$ cat config.mk
export PLATFORM = sky130hd
export DESIGN_NAME = axi_id_alloc
export DESIGN_NICKNAME = d
export VERILOG_FILES = /design/src/rtl/axi_id_pkg.sv /design/src/rtl/id_mapper.sv /design/src/rtl/txn_counter.sv /design/src/rtl/id_pool.sv /design/src/rtl/axi_id_alloc.sv
export SDC_FILE = /design/constraint.sdc
export NUM_CORES = 1
export LEC_CHECK = 0
export ABC_AREA = 1
export BUFFER_PORTS_ARGS = -buffer_cell sky130_fd_sc_hd__buf_4
export CELL_PAD_IN_SITES_DETAIL_PLACEMENT = 0
export CELL_PAD_IN_SITES_GLOBAL_PLACEMENT = 2
export CORE_AREA = 2 2 53 105
export CTS_CLUSTER_SIZE = 28
export DETAILED_ROUTE_END_ITERATION = 10
export DIE_AREA = 0 0 55 107
export GPL_TIMING_DRIVEN = 0
export PLACE_DENSITY = 0.94
export RECOVER_POWER = 50
export SYNTH_ARGS = -nofsm -noshare
export SYNTH_HDL_FRONTEND = slang
export SYNTH_SLANG_ARGS = --single-unit
$ cat constraint.sdc
create_clock -name clk -period 5.2 [get_ports clk]
set_clock_uncertainty 0.1 [all_clocks]
set_input_delay 0.26 -clock clk [delete_from_list [all_inputs] [get_ports clk]]
set_output_delay 0.26 -clock clk [all_outputs]
set_load 0.02 [all_outputs]
$ cat src/rtl/axi_id_pkg.sv
package axi_id_pkg;

  typedef enum logic [2:0] {
    RC_FETCH   = 3'd0,
    RC_ILOAD   = 3'd1,
    RC_VLOAD   = 3'd2,
    RC_WALK    = 3'd3,
    RC_PRELOAD = 3'd4
  } rd_class_e;

  typedef enum logic [2:0] {
    WC_EVICT   = 3'd0,
    WC_ISTORE  = 3'd1,
    WC_VSTORE  = 3'd2,
    WC_PRELOAD = 3'd3,
    WC_MAINT   = 3'd4
  } wr_class_e;

  typedef enum logic [2:0] {
    AT_L2C    = 3'd0,
    AT_L1ONLY = 3'd1,
    AT_NC     = 3'd2,
    AT_SHDEV  = 3'd3,
    AT_NSDEV  = 3'd4,
    AT_CNB    = 3'd5
  } attr_e;

  typedef struct packed {
    logic       pooled;
    logic [3:0] id;
  } id_pick_t;

  function automatic id_pick_t map_read(input logic [2:0] cls, input logic [2:0] attr);
    id_pick_t r;
    r.pooled = (attr == AT_L2C) || (cls == RC_PRELOAD);
    r.id     = 4'b0000;
    if (!r.pooled) begin
      case (cls)
        RC_FETCH: begin
          if (attr == AT_L1ONLY) r.id = 4'b1111;
          else if (attr == AT_SHDEV || attr == AT_NSDEV) r.id = 4'b0101;
          else r.id = 4'b0100;
        end
        RC_WALK: r.id = 4'b0110;
        RC_ILOAD: begin
          if (attr == AT_L1ONLY) r.id = 4'b1110;
          else if (attr == AT_SHDEV) r.id = 4'b0001;
          else if (attr == AT_NSDEV) r.id = 4'b0011;
          else r.id = 4'b0000;
        end
        default: begin
          if (attr == AT_SHDEV) r.id = 4'b0001;
          else if (attr == AT_NSDEV) r.id = 4'b0011;
          else r.id = 4'b0000;
        end
      endcase
    end
    return r;
  endfunction

  function automatic id_pick_t map_write(input logic [2:0] cls, input logic [2:0] attr);
    id_pick_t r;
    r.pooled = (attr == AT_L2C) || (cls == WC_EVICT) ||
               (cls == WC_PRELOAD) || (cls == WC_MAINT);
    r.id     = 4'b0000;
    if (!r.pooled) begin
      case (attr)
        AT_CNB:   r.id = 4'b0010;
        AT_SHDEV: r.id = 4'b0001;
        AT_NSDEV: r.id = 4'b0011;
        default:  r.id = 4'b0000;
      endcase
    end
    return r;
  endfunction

  // Count after an optional decrement that never goes below zero.
  function automatic int unsigned after_dec(input int unsigned cnt, input logic dec);
    return (dec && cnt != 0) ? cnt - 1 : cnt;
  endfunction

endpackage

$ cat src/rtl/id_mapper.sv
module id_mapper
  import axi_id_pkg::*;
(
  input  logic       is_write,
  input  logic [2:0] cls,
  input  logic [2:0] attr,
  output logic       pooled,
  output logic [3:0] fixed_id
);
  id_pick_t pick;

  always_comb begin
    pick     = is_write ? map_write(cls, attr) : map_read(cls, attr);
    pooled   = pick.pooled;
    fixed_id = pick.id;
  end
endmodule

$ cat src/rtl/txn_counter.sv
module txn_counter #(
  parameter int unsigned MAX = 18,
  localparam int unsigned W  = $clog2(MAX + 1)
) (
  input  logic         clk,
  input  logic         rst,
  input  logic         inc,
  input  logic         dec,
  output logic [W-1:0] cnt,
  output logic [W-1:0] cnt_eff,
  output logic         room
);
  import axi_id_pkg::*;

  always_comb begin
    cnt_eff = W'(after_dec(int'(cnt), dec));
    room    = (int'(cnt_eff) < MAX);
  end

  always_ff @(posedge clk) begin
    if (rst)                cnt <= '0;
    else if (inc && room)   cnt <= cnt_eff + W'(1);
    else                    cnt <= cnt_eff;
  end

  AST_CNT_STEP: assert property (@(posedge clk) disable iff (rst)
    (cnt == $past(cnt)) || (cnt == $past(cnt) + W'(1)) || (cnt + W'(1) == $past(cnt)));
  AST_CNT_BOUND: assert property (@(posedge clk) disable iff (rst)
    int'(cnt) <= MAX);
endmodule

$ cat src/rtl/id_pool.sv
module id_pool #(
  parameter int unsigned POOL_N    = 4,
  parameter logic [3:0]  POOL_BASE = 4'b1000
) (
  input  logic              clk,
  input  logic              rst,
  input  logic              alloc_en,
  input  logic              rel_a_en,
  input  logic [3:0]        rel_a_id,
  input  logic              rel_b_en,
  input  logic [3:0]        rel_b_id,
  output logic              any_free,
  output logic [3:0]        alloc_id,
  output logic [POOL_N-1:0] busy
);
  logic [POOL_N-1:0] rel_mask;
  logic [POOL_N-1:0] free_eff;
  logic [POOL_N-1:0] pick_oh;

  for (genvar g = 0; g < POOL_N; g++) begin : g_slot
    localparam logic [3:0] SLOT_ID = POOL_BASE + 4'(g);
    assign rel_mask[g] = busy[g] &&
                         ((rel_a_en && rel_a_id == SLOT_ID) ||
                          (rel_b_en && rel_b_id == SLOT_ID));
  end

  always_comb begin
    free_eff = ~busy | rel_mask;
    pick_oh  = '0;
    alloc_id = POOL_BASE;
    for (int i = POOL_N - 1; i >= 0; i--) begin
      if (free_eff[i]) begin
        pick_oh  = '0;
        pick_oh[i] = 1'b1;
        alloc_id = POOL_BASE + 4'(i);
      end
    end
    any_free = |free_eff;
  end

  always_ff @(posedge clk) begin
    if (rst) busy <= '0;
    else     busy <= (busy & ~rel_mask) | (alloc_en ? pick_oh : '0);
  end

  AST_ALLOC_FREE: assert property (@(posedge clk) disable iff (rst)
    alloc_en |-> any_free);
  AST_ALLOC_ONE: assert property (@(posedge clk) disable iff (rst)
    $onehot0(pick_oh));
  AST_POOL_SET: assert property (@(posedge clk) disable iff (rst)
    alloc_en |=> (busy != '0));
endmodule

$ cat src/rtl/axi_id_alloc.sv
module axi_id_alloc #(
  parameter int unsigned RD_MAX  = 18,
  parameter int unsigned WR_MAX  = 12,
  parameter int unsigned TOT_MAX = 26,
  parameter int unsigned POOL_N  = 4
) (
  input  logic       clk,
  input  logic       rst,
  input  logic       req_valid,
  input  logic       req_write,
  input  logic [2:0] req_class,
  input  logic [2:0] req_attr,
  output logic       req_grant,
  output logic       req_stall,
  output logic [3:0] req_id,
  input  logic       rd_done_valid,
  input  logic [3:0] rd_done_id,
  input  logic       wr_done_valid,
  input  logic [3:0] wr_done_id
);
  localparam int unsigned RW = $clog2(RD_MAX + 1);
  localparam int unsigned WW = $clog2(WR_MAX + 1);
  localparam int unsigned TW = $clog2(RD_MAX + WR_MAX + 1);

  logic          pooled;
  logic [3:0]    fixed_id;
  logic [RW-1:0] rd_cnt, rd_eff;
  logic [WW-1:0] wr_cnt, wr_eff;
  logic          rd_room, wr_room;
  logic [TW-1:0] tot_eff;
  logic          tot_room;
  logic          pool_free;
  logic [3:0]    pool_id;
  logic [POOL_N-1:0] pool_busy;
  logic          grant_rd, grant_wr, alloc_en;

  id_mapper u_map (
    .is_write (req_write),
    .cls      (req_class),
    .attr     (req_attr),
    .pooled   (pooled),
    .fixed_id (fixed_id)
  );

  txn_counter #(.MAX(RD_MAX)) u_rd_cnt (
    .clk (clk), .rst (rst), .inc (grant_rd), .dec (rd_done_valid),
    .cnt (rd_cnt), .cnt_eff (rd_eff), .room (rd_room)
  );

  txn_counter #(.MAX(WR_MAX)) u_wr_cnt (
    .clk (clk), .rst (rst), .inc (grant_wr), .dec (wr_done_valid),
    .cnt (wr_cnt), .cnt_eff (wr_eff), .room (wr_room)
  );

  id_pool #(.POOL_N(POOL_N), .POOL_BASE(4'b1000)) u_pool (
    .clk      (clk),
    .rst      (rst),
    .alloc_en (alloc_en),
    .rel_a_en (rd_done_valid),
    .rel_a_id (rd_done_id),
    .rel_b_en (wr_done_valid),
    .rel_b_id (wr_done_id),
    .any_free (pool_free),
    .alloc_id (pool_id),
    .busy     (pool_busy)
  );

  always_comb begin
    tot_eff   = TW'(rd_eff) + TW'(wr_eff);
    tot_room  = (int'(tot_eff) < TOT_MAX);
    req_grant = req_valid && tot_room &&
                (req_write ? wr_room : rd_room) &&
                (!pooled || pool_free);
    req_stall = req_valid && !req_grant;
    req_id    = pooled ? pool_id : fixed_id;
    grant_rd  = req_grant && !req_write;
    grant_wr  = req_grant && req_write;
    alloc_en  = req_grant && pooled;
  end

  AST_RD_CAP: assert property (@(posedge clk) disable iff (rst)
    int'(rd_cnt) <= RD_MAX);
  AST_WR_CAP: assert property (@(posedge clk) disable iff (rst)
    int'(wr_cnt) <= WR_MAX);
  AST_TOT_CAP: assert property (@(posedge clk) disable iff (rst)
    (int'(rd_cnt) + int'(wr_cnt)) <= TOT_MAX);
  AST_POOL_CAP: assert property (@(posedge clk) disable iff (rst)
    $countones(pool_busy) <= POOL_N);
  AST_GRANT_EXCL: assert property (@(posedge clk) disable iff (rst)
    !(req_grant && req_stall));
  AST_POOL_RANGE: assert property (@(posedge clk) disable iff (rst)
    (req_grant && pooled) |-> (req_id[3:2] == 2'b10));
  AST_RD_GROW: assert property (@(posedge clk) disable iff (rst)
    (grant_rd && !rd_done_valid) |=> (rd_cnt != '0));
endmodule

Word-level counts from Yosys, hierarchy flattened
Cells that the tools add are included.
W data, S select, Z words.
Storage, ports and cells
  register bits after elaboration: 13
  input bits: 20
  output and inout bits: 6
  logic and storage cells: 97
Cells by class
  add/subtract/negate cells: 5
  $lt $le $gt $ge: 3
  equal/unequal tests: 15
  muxes and demuxes: 25
  bitwise logic cells: 5
  reduce and logical (&&, ||, !) cells: 41
Operators with widths (count)
  $mux W4: 13
  $eq A4 B4 Y1 const B: 8
  $logic_and A1 B1 Y1: 23
  $mux W5: 3
  $pmux W4 S3: 1
  $logic_or A1 B1 Y1: 10
  $lt A5 B5 Y1 const B: 2
  $mux W2: 5
  $eq A3 B3 Y1 const B: 3
  $not A4 Y4: 2
  $or A4 B4 Y4: 2
  $eq A3 B1 Y1 const B: 2
  $eq A3 B2 Y1 const B: 2
  $logic_not A3 Y1: 2
  $pmux W2 S3: 1
  $add A5 B1 Y5 const B: 1
  $add A5 B4 Y5: 1
  $reduce_bool A5 Y1: 1
  $sub A5 B1 Y5 const B: 1
  $add A4 B1 Y4 const B: 1
  $and A4 B4 Y4: 1
  $lt A4 B4 Y1 const B: 1
  $reduce_bool A4 Y1: 1
  $reduce_or A4 Y1: 1
  3 further kinds: 6

Longest topological paths before layout
  word-level depth: 13
  mapped depth: 23

By module
A second synthesis with hierarchy kept.
Unflattened totals
  cell total of the unflattened synthesis: 273
  area total of the unflattened synthesis: 1646.6 µm²
Modules (own cells, without submodules)
  txn_counter at u_rd_cnt: instances 1, cells an instance 74, area each 471.7 µm²
  id_pool: instances 1, cells an instance 54, area each 377.9 µm²
  txn_counter at u_wr_cnt: instances 1, cells an instance 53, area each 342.8 µm²
  axi_id_alloc: instances 1, cells an instance 49, area each 261.5 µm²
  id_mapper: instances 1, cells an instance 43, area each 192.7 µm²

Worst setup path after synthesis
Ideal clock, no wire load.
  path kind: reg2out
  start point: register u_wr_cnt.cnt[0]
  end point: output req_stall
  data arrival time: 2801 ps
  data required time: 4840 ps
  setup slack: 2039 ps
  stages on the path, launching flop included: 18
  buffers on the path: 1
  cells stage by stage: dfxtp_1 inv_1 ha_1 nand3_1 nand2_1 o21ai_0 inv_1 fa_1 nand2_1 a21oi_1 nor2_1 nand3_1 a21oi_1 nand3_2 buf_6 nand2_1 inv_1 nor2_1
Between the ends
  word-level cells in the longest chain between the ends: 10
  elaborated cells on any way between the ends: 13
  those cells by class: 2 x add/sub; 2 x order compare; 2 x mux; 7 x reduce/logical
Ends and longest elaborated chain
  start, declared: line txn_counter.sv:9  | output logic [W-1:0] cnt,
  start signal, assigned: line txn_counter.sv:22  | else if (inc && room) cnt <= cnt_eff + W'(1);
  start signal, assigned: line txn_counter.sv:23  | else cnt <= cnt_eff;
  branches (longest 2 deep; another with $sub A4 B1 Y4)
  $mux W4 (*): line axi_id_pkg.sv:79  | return (dec && cnt != 0) ? cnt - 1 : cnt;
  $add A5 B4 Y5: line axi_id_alloc.sv:69  | tot_eff = TW'(rd_eff) + TW'(wr_eff);
  $lt A5 B5 Y1: line axi_id_alloc.sv:70  | tot_room = (int'(tot_eff) < TOT_MAX);
  $logic_and A1 B1 Y1: line axi_id_alloc.sv:71  | req_grant = req_valid && tot_room &&
  $logic_and A1 B1 Y1 (*): line axi_id_alloc.sv:71
  $logic_and A1 B1 Y1 (*): line axi_id_alloc.sv:72  | (req_write ? wr_room : rd_room) &&
  net req_grant: line axi_id_alloc.sv:13  | output logic req_grant,
  $logic_not A1 Y1 (*): line axi_id_alloc.sv:74  | req_stall = req_valid && !req_grant;
  $logic_and A1 B1 Y1 (*): line axi_id_alloc.sv:74
  end, declared: line axi_id_alloc.sv:14  | output logic req_stall,
Mark *: on every way through the listed nets, which the timed path passes.

Final worst setup path
  start point: register u_wr_cnt.cnt[0]
  end point: output req_stall
Between the ends
  word-level cells in the longest chain between the ends: 10
  elaborated cells on any way between the ends: 13
  those cells by class: 2 x add/sub; 2 x order compare; 2 x mux; 7 x reduce/logical
Ends and longest elaborated chain (line)
  branches (longest 2 deep; another with $sub A4 B1 Y4)
  $mux W4 (*): axi_id_pkg.sv:79
  $add A5 B4 Y5: axi_id_alloc.sv:69
  $lt A5 B5 Y1: axi_id_alloc.sv:70
  $logic_and A1 B1 Y1: axi_id_alloc.sv:71
  $logic_and A1 B1 Y1 (*): axi_id_alloc.sv:71
  $logic_and A1 B1 Y1 (*): axi_id_alloc.sv:72
  $logic_not A1 Y1 (*): axi_id_alloc.sv:74
  $logic_and A1 B1 Y1 (*): axi_id_alloc.sv:74
Every way passes the cells marked *.

==> flow_summary.json <==
{
  "grt_pass1_wl_um": 6430,
  "synth_compound_area_share_pct": 9.567,
  "status": "complete, no violations",
  "period_minus_slack_ns": 3.835,
  "maxCapViolCount": 0,
  "cp_cell_sequence": "inv_1 -> ha_1 -> nand3_1 -> nand2_1 -> o21ai_0 -> inv_1 -> fa_1 -> nand2_1 -> a21oi_1 -> nor2_1 -> nand3_1 -> a21oi_1 -> nand3_1 -> clkbuf_1 -> nand2_1 -> inv_1 -> nor2_1 -> buf_4",
  "slew_viol_final": 0,
  "fmax_mhz": 260.8,
  "cts_resized": 0,
  "crit_slowest_cell": "fa_1",
  "cts.clk_slew.worst_paths_ns": 0.06,
  "crit_path_end_kind": "primary output",
  "reg2reg_slack_ns": 1.85,
  "reg2reg_to": "u_rd_cnt.cnt[3]",
  "dr_wl_met3_um": 99,
  "cp-start-kind": "register",
  "synthCells": 256,
  "crit_type": "reg2out",
  "synth.top_cell.area_share_pct": 17.01,
  "synth_xor_xnor_area_share_pct": 0,
  "syn_to_final_growth_pct": 17.25,
  "cts_tree": "yes",
  "max_stage_delay_ns": 0.44,
  "globalplace.congestion": 0.8420,
  "grt_max_degree": 11,
  "cp.arrival_ns": 3.47,
  "grt_antenna_before_repair": 0,
  "dr_wl_met2_um": 2391,
  "met1_length_um": 1372,
  "start_util_pct": 30.05,
  "ant_nets": 0,
  "syn_nets": 285,
  "yosysWarnings": 0,
  "p_sw_mw": 0.5589,
  "combPwrFrac_pct": 74.2,
  "reg2reg_from": "u_wr_cnt.cnt[0]",
  "placementRows": 37,
  "ios": 26,
  "synth_area_leaders": "dfxtp_1 17%, nand2_1 15%, inv_1 12%",
  "ir_drop_mv": 0.2261,
  "drtIter0Drc": 31,
  "h-tree-depth": 1,
  "setup_violations": 0,
  "drc": 0,
  "p_total_mw": 1.009,
  "timing.final.crit_share_pct": 73.75,
  "grt_usage_pct": 14.91,
  "hold_viol": 0,
  "chipWidth_um": 55,
  "synthAdderAreaFrac_pct": 7.850,
  "syn-cell-area_um2": 1530,
  "grt_pass1_vias": 1538,
  "first_pass_iters": 4,
  "holdBufCountCts": 0,
  "p_per_area_nw_per_um2": 562.6,
  "min-delay-path-class": "in2reg",
  "cp-startpoint": "u_wr_cnt.cnt[0]",
  "cp-endpoint": "req_stall",
  "avgSynthCellArea_um2": 5.977,
  "slew_headroom_pct": 66.90,
  "cts_sinks": 13,
  "top_layer_used": "met4",
  "critPathMaxFanout": 10,
  "r2r_cells": 19,
  "die_h_um": 107,
  "pwr-share-seq_pct": 16.1,
  "wirelength_um": 3936,
  "tns_ns": 0,
  "portBuffers": 23,
  "drive_gt1_share_pct": 16.25,
  "die-area_um2": 5885,
  "worstPathRequired_ns": 4.84,
  "synth_simple_gate_area_share_pct": 50.29,
  "vias_per_cell": 4.689,
  "synthMuxAreaShare_pct": 0,
  "yosysSeqAreaShare_pct": 17.01,
  "swShare_pct": 55.38,
  "core-area_um2": 5092,
  "tightest_slew_ns": 0.4840,
  "clkPwrFrac_pct": 9.7,
  "clk_path_buf_depth": 2,
  "cts-root-buf": "clkbuf_8",
  "final_net_count": 313,
  "antennaDiodeCount": 0,
  "synth_cell_types": 31,
  "cts_buffers": 3,
  "hpwl_um": 3394,
  "post-cts-setup-buffer-count": 0,
  "synth-seq-cells": 13,
  "yosysTopAreaCell": "dfxtp_1",
  "vias": 1599,
  "power_leakage_nw": 0.9585,
  "rsz0062_at_grt": "false",
  "synth_top_family_by_area": "simple AND/OR/NAND/NOR gates",
  "intPower_mw": 0.4504,
  "avgRoutedWirePerCell_um": 11.54,
  "holdPathStages": 2,
  "overflow": 0,
  "clock_latency_ns": 0.25
}
[worst max-delay path: cells and delay by family (launching register included)]
kind,cells,cell delay (ns)
buf+inv,5,0.70
fa+ha+maj,2,0.67
compound gates,3,0.52
flops,1,0.33
simple gates,8,0.98
[state kept, by name, summed over array words and instances, names as in the netlist]
| signal | flops |
|---|---|
| u_rd_cnt.cnt | 5 |
| u_wr_cnt.cnt | 4 |
| u_pool.busy | 4 |
[cells in the mapped netlist (all sizes together)]
library cell and instances:
o41ai 1, nand3b 3, nand3 35, o21ai 2, o31ai 1, a2111oi 1, a21oi 13, dfxtp 13
a31oi 1, fa 1, o221ai 2, ha 8, a21boi 1, buf 4, nor3 1, nor2 40
o21a 1, or2 1, nand4 8, o211ai 1, inv 49, nand2 69
[cell families (layout without fill, tap and decap cells)]
family / Yosys count / count (layout)
buffers and inverters: 53 / 80
DFF: 13 / 13
AOI/OAI and AO/OA: 24 / 24
and+or+nand+nor: 157 / 157
adders and majority gates: 9 / 9
[final cells by class]
class | instances | area, µm²
clock inverters | 1 | 5.005
repair buffers | 23 | 157.7
multi-input cells | 190 | 1031
plain buffers | 4 | 42.54
inverters | 49 | 183.9
clock buffers | 3 | 41.29
flip-flops and latches | 13 | 260.3
fillers | 594 | 3298
well taps | 58 | 72.57
[worst min-delay path by stage]
stage	slack (ns)	from	to
6_report	0.13	rst	u_pool.busy[3]
5_1_grt	0.14	rst	u_rd_cnt.cnt[4]
4_1_cts	0.13	rst	u_pool.busy[3]
3_5_place_dp	0.40	rst	u_pool.busy[3]
3_3_place_gp	0.40	rst	u_pool.busy[3]
2_1_floorplan	0.23	rst	u_pool.busy[0]
[layout by cell type (no fill, tap or decap)]
master / n
o21a_1: 1
nand3b_1: 3
inv_1: 48
o41ai_1: 1
clkbuf_8: 3
nand4_1: 8
a21oi_1: 13
clkinv_2: 1
a2111oi_0: 1
dfxtp_1: 13
a31oi_1: 1
nand3_2: 5
inv_2: 1
o211ai_1: 1
nor2_1: 34
nor2_8: 1
o221ai_1: 2
buf_12: 1
ha_1: 8
nor3_1: 1
fa_1: 1
nand3_1: 30
nand2_1: 62
clkbuf_1: 5
nand2_2: 4
buf_4: 20
nor2_4: 2
buf_6: 1
or2_2: 1
o21ai_0: 2
o31ai_1: 1
nand2_4: 3
nor2_2: 3
a21boi_0: 1
[power groups by stage]
stage	Combinational [mW]	Clock [mW]	Sequential, mW
2_1_floorplan	0.616	0	0.156
3_3_place_gp	0.776	0	0.166
6_report	0.749	0.0977	0.163
3_5_place_dp	0.783	0	0.166
5_1_grt	0.867	0.104	0.169
4_1_cts	0.787	0.101	0.164
[through the flow]
| step | instance area [µm²] | utilization, % | hold WS (ns) | instances | setup WS [ns] |
|---|---|---|---|---|---|
| after CTS | 1822 | 35.77 | 0.1270 | 341 | 1.523 |
| after detailed placement | 1775 | 34.86 | 0.4005 | 337 | 1.805 |
| final | 1794 | 35.23 | 0.1257 | 341 | 1.365 |
| after floorplan | 1530 | - | 0.2291 | 256 | 2.039 |
| after global routing | 1794 | 35.23 | 0.1393 | 341 | 1.027 |
| after global placement | 1775 | 34.86 | 0.4002 | 337 | 1.788 |
[routing by layer]
metal	GRT usage (%)	vias up
met4	6.272	0
li1	-	869
met2	30.61	22
met3	0.8357	5
met5	0	-
met1	13.14	703
No activity file was read; power rests on OpenSTA's default activity.
